<file path="src/rtl/pla_pkg.sv">
`timescale 1ns/1ps
package pla_pkg;

  // Macrocell output selection.
  typedef enum logic {
    MC_COMB = 1'b0,
    MC_REG  = 1'b1
  } mc_mode_e;

  // Control bits that follow the term fuses of each macrocell.
  localparam int CTRL_BITS = 3;
  localparam int CTRL_POL  = 0;
  localparam int CTRL_MODE = 1;
  localparam int CTRL_OE   = 2;

  // Literal count: true and complement form of every input and feedback.
  function automatic int lit_count(input int n_in, input int n_mc);
    return 2 * (n_in + n_mc);
  endfunction

endpackage

</file>
<file path="src/rtl/pla_rst_sync.sv">
`timescale 1ns/1ps
module pla_rst_sync (
  input  logic clk,
  input  logic rst_n,
  output logic rst_ok
);

  logic [1:0] sync_q;
  logic [1:0] sync_nxt;

  always_comb begin
    sync_nxt = {sync_q[0], 1'b1};
  end

  always_ff @(posedge clk or negedge rst_n) begin
    if (!rst_n) begin
      sync_q <= 2'b00;
    end else begin
      sync_q <= sync_nxt;
    end
  end

  assign rst_ok = sync_q[1];

endmodule

</file>
<file path="src/rtl/pla_cfg_chain.sv">
`timescale 1ns/1ps
module pla_cfg_chain #(
  parameter int W = 780
) (
  input  logic         clk,
  input  logic         rst_n,
  input  logic         shift_en,
  input  logic         bit_in,
  output logic [W-1:0] cfg_q
);

  logic [W-1:0] cfg_nxt;

  always_comb begin
    cfg_nxt = cfg_q;
    if (shift_en) begin
      cfg_nxt = {cfg_q[W-2:0], bit_in};
    end
  end

  always_ff @(posedge clk or negedge rst_n) begin
    if (!rst_n) begin
      cfg_q <= '0;
    end else begin
      cfg_q <= cfg_nxt;
    end
  end

endmodule

</file>
<file path="src/rtl/pla_and_plane.sv">
`timescale 1ns/1ps
module pla_and_plane #(
  parameter int N_LIT = 24,
  parameter int N_PT  = 8
) (
  input  logic [N_LIT-1:0]      lits,
  input  logic [N_PT*N_LIT-1:0] fuse,
  output logic [N_PT-1:0]       terms
);

  // A literal whose fuse is clear is forced to 1; an empty term is thus 1.
  for (genvar t = 0; t < N_PT; t++) begin : g_term
    logic [N_LIT-1:0] masked;
    assign masked   = lits | ~fuse[t*N_LIT +: N_LIT];
    assign terms[t] = &masked;
  end

endmodule

</file>
<file path="src/rtl/pla_macrocell.sv">
`timescale 1ns/1ps
module pla_macrocell
  import pla_pkg::*;
#(
  parameter int N_PT = 8
) (
  input  logic            clk,
  input  logic            rst_n,
  input  logic            hold,
  input  logic [N_PT-1:0] terms,
  input  logic            pol,
  input  mc_mode_e        mode,
  output logic            d_val,
  output logic            q,
  output logic            pin
);

  logic sum;
  logic q_nxt;

  always_comb begin
    sum   = |terms;
    d_val = sum ^ pol;
    q_nxt = hold ? q : d_val;
  end

  always_ff @(posedge clk or negedge rst_n) begin
    if (!rst_n) begin
      q <= 1'b0;
    end else begin
      q <= q_nxt;
    end
  end

  assign pin = (mode == MC_REG) ? q : d_val;

endmodule

</file>
<file path="src/rtl/pla_array.sv">
`timescale 1ns/1ps
module pla_array
  import pla_pkg::*;
#(
  parameter int N_IN      = 8,
  parameter int N_MC      = 4,
  parameter int PT_PER_MC = 8
) (
  input  logic            clk,
  input  logic            rst_n,
  input  logic            prog_en,
  input  logic            prog_bit,
  input  logic [N_IN-1:0] pin_in,
  output logic [N_MC-1:0] pin_d,
  output logic [N_MC-1:0] pin_oe
);

  localparam int N_SIG     = N_IN + N_MC;
  localparam int N_LIT     = lit_count(N_IN, N_MC);
  localparam int TERM_BITS = PT_PER_MC * N_LIT;
  localparam int MC_BITS   = TERM_BITS + CTRL_BITS;
  localparam int CFG_W     = N_MC * MC_BITS;

  logic             rst_ok;
  logic [CFG_W-1:0] cfg_q;
  logic [N_LIT-1:0] lits;
  logic [N_MC-1:0]  fb_q;
  logic [N_MC-1:0]  mc_d;

  pla_rst_sync u_rst (
    .clk    (clk),
    .rst_n  (rst_n),
    .rst_ok (rst_ok)
  );

  pla_cfg_chain #(.W(CFG_W)) u_cfg (
    .clk      (clk),
    .rst_n    (rst_ok),
    .shift_en (prog_en),
    .bit_in   (prog_bit),
    .cfg_q    (cfg_q)
  );

  // Literal bus: signal k gives literal 2k (true) and 2k+1 (complement).
  for (genvar k = 0; k < N_SIG; k++) begin : g_lit
    logic sig;
    if (k < N_IN) begin : g_in
      assign sig = pin_in[k];
    end else begin : g_fb
      assign sig = fb_q[k-N_IN];
    end
    assign lits[2*k]   = sig;
    assign lits[2*k+1] = ~sig;
  end

  for (genvar m = 0; m < N_MC; m++) begin : g_mc
    localparam int BASE = m * MC_BITS;
    logic [PT_PER_MC-1:0] terms;
    logic                 pol;
    logic                 oe_bit;
    mc_mode_e             mode;

    assign pol    = cfg_q[BASE + TERM_BITS + CTRL_POL];
    assign mode   = mc_mode_e'(cfg_q[BASE + TERM_BITS + CTRL_MODE]);
    assign oe_bit = cfg_q[BASE + TERM_BITS + CTRL_OE];

    pla_and_plane #(.N_LIT(N_LIT), .N_PT(PT_PER_MC)) u_and (
      .lits  (lits),
      .fuse  (cfg_q[BASE +: TERM_BITS]),
      .terms (terms)
    );

    pla_macrocell #(.N_PT(PT_PER_MC)) u_cell (
      .clk   (clk),
      .rst_n (rst_ok),
      .hold  (prog_en),
      .terms (terms),
      .pol   (pol),
      .mode  (mode),
      .d_val (mc_d[m]),
      .q     (fb_q[m]),
      .pin   (pin_d[m])
    );

    assign pin_oe[m] = oe_bit & ~prog_en;
  end

endmodule

</file>
<file path="config.mk">
export PLATFORM = sky130hd
export DESIGN_NAME = pla_array
export DESIGN_NICKNAME = d
export VERILOG_FILES = /design/src/rtl/pla_pkg.sv /design/src/rtl/pla_rst_sync.sv /design/src/rtl/pla_cfg_chain.sv /design/src/rtl/pla_and_plane.sv /design/src/rtl/pla_macrocell.sv /design/src/rtl/pla_array.sv
export SDC_FILE = /design/constraint.sdc
export NUM_CORES = 1
export LEC_CHECK = 0
export BUFFER_PORTS_ARGS = -buffer_cell sky130_fd_sc_hd__buf_2
export CAP_MARGIN = 20
export CORE_MARGIN = 2
export CORE_UTILIZATION = 55
export CTS_CLUSTER_DIAMETER = 60
export DETAILED_ROUTE_END_ITERATION = 10
export GPL_ROUTABILITY_DRIVEN = 0
export GPL_TIMING_DRIVEN = 0
export PLACE_DENSITY = 0.75
export SLEW_MARGIN = 20
export SYNTH_ARGS = -nofsm -noshare
export SYNTH_HDL_FRONTEND = slang
export SYNTH_SLANG_ARGS = --single-unit
export TNS_END_PERCENT = 30
</file>
<file path="constraint.sdc">
create_clock -name clk -period 42.8 [get_ports clk]
set_input_delay 2.14 -clock clk [delete_from_list [all_inputs] [get_ports clk]]
set_output_delay 2.14 -clock clk [all_outputs]
set_load 0.02 [all_outputs]
</file>
== Word-level counts from Yosys, hierarchy flattened ==
Index checks and enable logic that the tools add are counted.
Cells by class
  add/sub/neg operators: 0
  reduce and logical (&&, ||, !) cells: 36
  equality and inequality tests: 0
  multipliers: 0
  bitwise operators: 85
  shift operators: 0
  muxes and demuxes: 4
  magnitude comparators: 0
  divide/modulo/power cells: 0
Operator list (number)
  $not A24 Y24: 32
  $or A24 B24 Y24: 32
  $reduce_and A24 Y1: 32
  $reduce_or A8 Y1: 4
  $not A1 Y1: 13
  $and A1 B1 Y1: 4
  $mux W1: 4
  $xor A1 B1 Y1: 4
Word-level totals
  register bits after elaboration: 786
  input bits: 12
  bits in writable memories: 0
  bits in read-only memories: 0
  bits in latches: 0
  word-level logic and storage cells: 131
  memories: 0
  output and inout bits: 8

== Logic depth before layout (Yosys ltp) ==
  depth in word-level cells: 6
  mapped depth: 10
  gate-level depth less buffers: 6

== Cells and area by module ==
From an unflattened synthesis, not the netlist that was laid out.
Second synthesis, totals
  cells, all modules: 3082
  area total of the unflattened synthesis: 37118.1 um^2
Modules (own cells, without submodules)
  pla_cfg_chain: area an instance 29757.3 um^2, cells each 1647, instances 1, sequential area each 19518.7 um^2
  pla_and_plane: area an instance 1715.4 um^2, cells each 344, instances 4, sequential area each 0.0 um^2
  pla_macrocell: area an instance 93.8 um^2, cells each 10, instances 4, sequential area each 25.0 um^2
  pla_array: area an instance 70.1 um^2, cells each 16, instances 1, sequential area each 0.0 um^2
  pla_rst_sync: area an instance 53.8 um^2, cells each 3, instances 1, sequential area each 50.0 um^2

== Worst setup path after synthesis ==
No wires, ideal clock.
  path type: in2out
  start: input port pin_in[4]
  end: output port pin_d[3]
  required time: 40.660 ns
  arrival time: 3.792 ns
  setup slack: 36.868 ns
  path buffers: 3
  cell stages on the path: 9
  path through: clkbuf_1 -> buf_2 -> mux2i_1 -> nand4_1 -> nor4_1 -> a21oi_1 -> and4_1 -> a221oi_1 -> buf_4
On the way
  cells in the longest elaborated chain, start to end: 6
  elaborated cells on any way between the ends: 20
  classes of those cells: mux: 1; bitwise: 10; reduce/logical: 9
RTL lines
  start, declared: RTL line pla_array.sv:13  | input logic [N_IN-1:0] pin_in,
  $not A1 Y1: RTL line pla_array.sv:53  | assign lits[2*k+1] = ~sig;
  $or A24 B24 Y24: RTL line pla_and_plane.sv:14  | assign masked = lits | ~fuse[t*N_LIT +: N_LIT];
  $reduce_and A24 Y1: RTL line pla_and_plane.sv:15  | assign terms[t] = &masked;
  $reduce_or A8 Y1 (*): RTL line pla_macrocell.sv:22  | sum = |terms;
  $xor A1 B1 Y1 (*): RTL line pla_macrocell.sv:23  | d_val = sum ^ pol;
  $mux W1 (*): RTL line pla_macrocell.sv:35  | assign pin = (mode == MC_REG) ? q : d_val;
  end, declared: RTL line pla_array.sv:14  | output logic [N_MC-1:0] pin_d,
Every way passes the cells marked *; elsewhere a longest branch is shown, timed or not.

== Worst setup path after layout ==
  start: input port pin_in[4]
  end: output port pin_d[0]
The elaborated chain is that of the path after synthesis.

==> results.md <==
- Run status: finished, final reports clean
- Port Buf Inserts: 10
- Share of the synthesized area in the top cell type: 57.3%
- # fillers: around 4,500
- Antenna cells: 0
- Seq/Total Area, Yosys: approximately 57%
- GRT Total Usage: approximately a quarter
- Maximum vdd drop: between 20 and 25 uV
- Area Growth Syn to Fin: 11.9%
- Number of detailed-route iterations in the first pass: 5
- CTS tree: yes
- P_int: between 1 and 1.5 mW
- Comb power frac: 5.5%
- Pin count of the biggest net entering global routing: between 60 and 70
- CP arrival: approximately 5.8 ns
- CP peak stage delay: 0.83 ns
- Dpl ws: about 35 ns
- Global route total overflow: 0
- Sink Count: 786
- Area of the multi-input gates: approximately 14,000 um2
- Final Max Tran Viols: 0
- FMAX: 127 MHz
- Register Area: 19,700 um2
- Die H: roughly 250 um
- GRT met3 Usage: between 4 and 5%
- Setup TNS: 0 ns
- Largest fanout on the critical path: 10
- Clock latency on the worst-skew pair: between 0.6 and 0.7 ns
- Setup violators final: 0
- Slew headroom: 24.9%
- Die Width: approximately 250 um
- Sequential share of power: between 40% and 50%
- Cell taking the most area after synthesis: dfrtp_1
- Total power: approximately 1.5 mW
- Unrepaired setup endpoints after global routing: false
- Initial antenna violation count: 0
- Synth Cell Area: roughly 34,000 um2
- First-pass GRT wire length: 119 mm
- Post-CTS Setup Inserts: 0
- Final Hold Viols: 0
- Clock network power share: between 40 and 50%
- Top FF cell, synth: dfrtp_1
- Synth Warn #: 0
- GR peak layer: met2
- PD cells: around 40 nW/um2
- Cts repair resizes: 0
- CTS H-tree depth: 3
- Synth unique cells: 31
- Via/cell ratio: between 5 and 6
- Residual DRC: 0
- Top cell by count, worst path: buf_4
- Final net count: approximately 2,500
- Worst EP required: slightly above 40 ns
- Sw Pwr: about 350 uW
- Die area: approximately 64,000 um2
- Cts bufs inserted: 81
- Top cells by area, synth: dfrtp_1 57%, mux2_2 26%, mux2i_1 10%
- Slowest-stage cell, CP: nor4_1
- Ys async rst share: between 90% and 100%
- Clock Skews: roughly 0.028 ns
- Leak: between 20 and 25 nW
- Worst-path clk slew: roughly 0.060 ns
- Number of flops mapped to enable cells by yosys: 0
- CTS Buffer Depth: 3
- Startpoint types: primary input
- Fin crit share: 18.4%
- Routed len/inst: about 23 um
- Area of the core: ~62,000 um2
- Tightest Pin Transition: 1.13 ns
- Layout cell share with drive strength beyond 1: 40.2%
- CTS root buf: clkbuf_16
- CP Cell Sequence: clkbuf_1 > buf_4 > mux2i_1 > nand4_1 > nor4_1 > a21oi_1 > and4_4 > a221oi_1 > buf_4 > buf_2
- Min cycle time layout: around 8 ns
- Hold-fix buffers, CTS: 0
- Critical Setup Path Class: primary input to output pin
- Hold_ws: approximately 0.28 ns
- CP Capture Type: output pin
- GRT met2 Usage: just over 40%
- Hold Path Class: flop to async pin
- DR iter-0 viols: around 1,200
- Synthesized flop and latch total: a little under 800
- Vias: just under 20,000
- Initial Util: ~56%
- Synth cell count leaders: 790 x mux2_2, 786 x dfrtp_1, 344 x mux2i_1, 124 x nand2_1, 81 x clkbuf_1
- Global Route met1 Usage: 32.0%
- Number of global-route vias before repair: a little over 20,000
- Routed WL: 77.5 mm
- Synth Instances: 2,352
- Count leader, synth: mux2_2
- FP Rows: roughly 90
- Hpwl dp: roughly 52 mm
- Max-Cap Viols: 0
- I/O pins: 20
- Mean post-synth cell area: roughly 15 um2
- Net Sw Frac: a little under a quarter
- Antenna-violating nets left: 0
- Synth Net Count: between 2,000 and 2,500
- Setup WS post-layout: around 35 ns
-- state kept, by name (all words and copies together) (netlist names) --
signal	cells
u_cfg.cfg_q	780
g_mc.u_cell.q	4
u_rst.sync_q	2
-- final timing paths --
check | startpoint | end | slack (ns) | depth (start not counted)
min | u_rst.sync_q[1]$_DFF_PN0_ | u_cfg.cfg_q[295]$_DFFE_PN0P_ | 0.28 | 0
max | pin_in[4] | pin_d[0] | 34.91 | 10
min in group clk | u_rst.sync_q[0]$_DFF_PN0_ | u_rst.sync_q[1]$_DFF_PN0_ | 0.35 | 0
min reg2reg | u_rst.sync_q[1]$_DFF_PN0_ | u_cfg.cfg_q[295]$_DFFE_PN0P_ | 0.28 | 0
max in group asynchronous | u_rst.sync_q[1]$_DFF_PN0_ | u_cfg.cfg_q[741]$_DFFE_PN0P_ | 40.91 | 4
max reg2reg | g_mc[3].u_cell.q$_DFFE_PN0N_ | g_mc[3].u_cell.q$_DFFE_PN0N_ | 39.55 | 8
-- power groups by stage --
stage	registers (mW)	clock network [mW]	logic, mW
after floorplan	0.786	0	0.0487
after global placement	0.791	0	0.0652
after detailed placement	0.778	0	0.0849
after CTS	0.764	0.696	0.0854
after global routing	0.766	0.726	0.0913
final	0.764	0.685	0.0841
-- cell families after synthesis --
| family | after synthesis | share of synthesized area (%) |
|---|---|---|
| flops | 786 | 57.3 |
| simple gates | 228 | 3.23 |
| mux | 1136 | 36.0 |
| buf+inv | 145 | 2.04 |
| compound gates | 56 | 1.41 |
| other cells | 1 | 0.0109 |
-- cell usage in the layout, fill, tap and decap left out, drive strengths merged, types with 20 or more instances in the layout --
master	n
nor4	28
nand4	28
buf	88
clkbuf	193
nand2	124
dfrtp	786
mux2i	344
a2111oi	20
mux2	792
clkinv	21
-- per-layer routing --
| metal | up-vias | share of wire, % | routed length [um] |
|---|---|---|---|
| li1 | 8749 | - | - |
| met1 | 10100 | 43 | 33300 |
| met2 | 361 | 48 | 37500 |
| met3 | 127 | 4.8 | 3750 |
| met4 | 0 | 3.8 | 2950 |
| met5 | - | 0 | 0 |
-- worst max-delay path: cells and delay by family --
| kind | cells | cell delay [ns] |
|---|---|---|
| buffers and inverters | 4 | 1.26 |
| and+or+nand+nor | 3 | 1.22 |
| AOI/OAI and AO/OA | 2 | 0.88 |
| muxes | 1 | 0.22 |
-- cell type report --
cell class	count	area share [%]
Sequential cell	786	51.2
Multi-Input combinational cell	1421	36.4
Clock buffer	112	6.00
Tap cell	837	2.73
Buffer	141	1.79
Timing Repair Buffer	28	1.20
Clock inverter	27	0.635
Inverter	4	0.0391
-- metrics by stage --
| step | std cells | area, um2 | util [%] |
|---|---|---|---|
| floorplan | 2352 | 34300 | - |
| global placement | 3199 | 35400 | 57.4 |
| detailed placement | 3217 | 35900 | 58.1 |
| CTS | 3356 | 38400 | 62.2 |
| global route | 3356 | 38400 | 62.2 |
| finish | 3356 | 38400 | 62.2 |
Note: power is estimated with default switching activity, not from simulation.
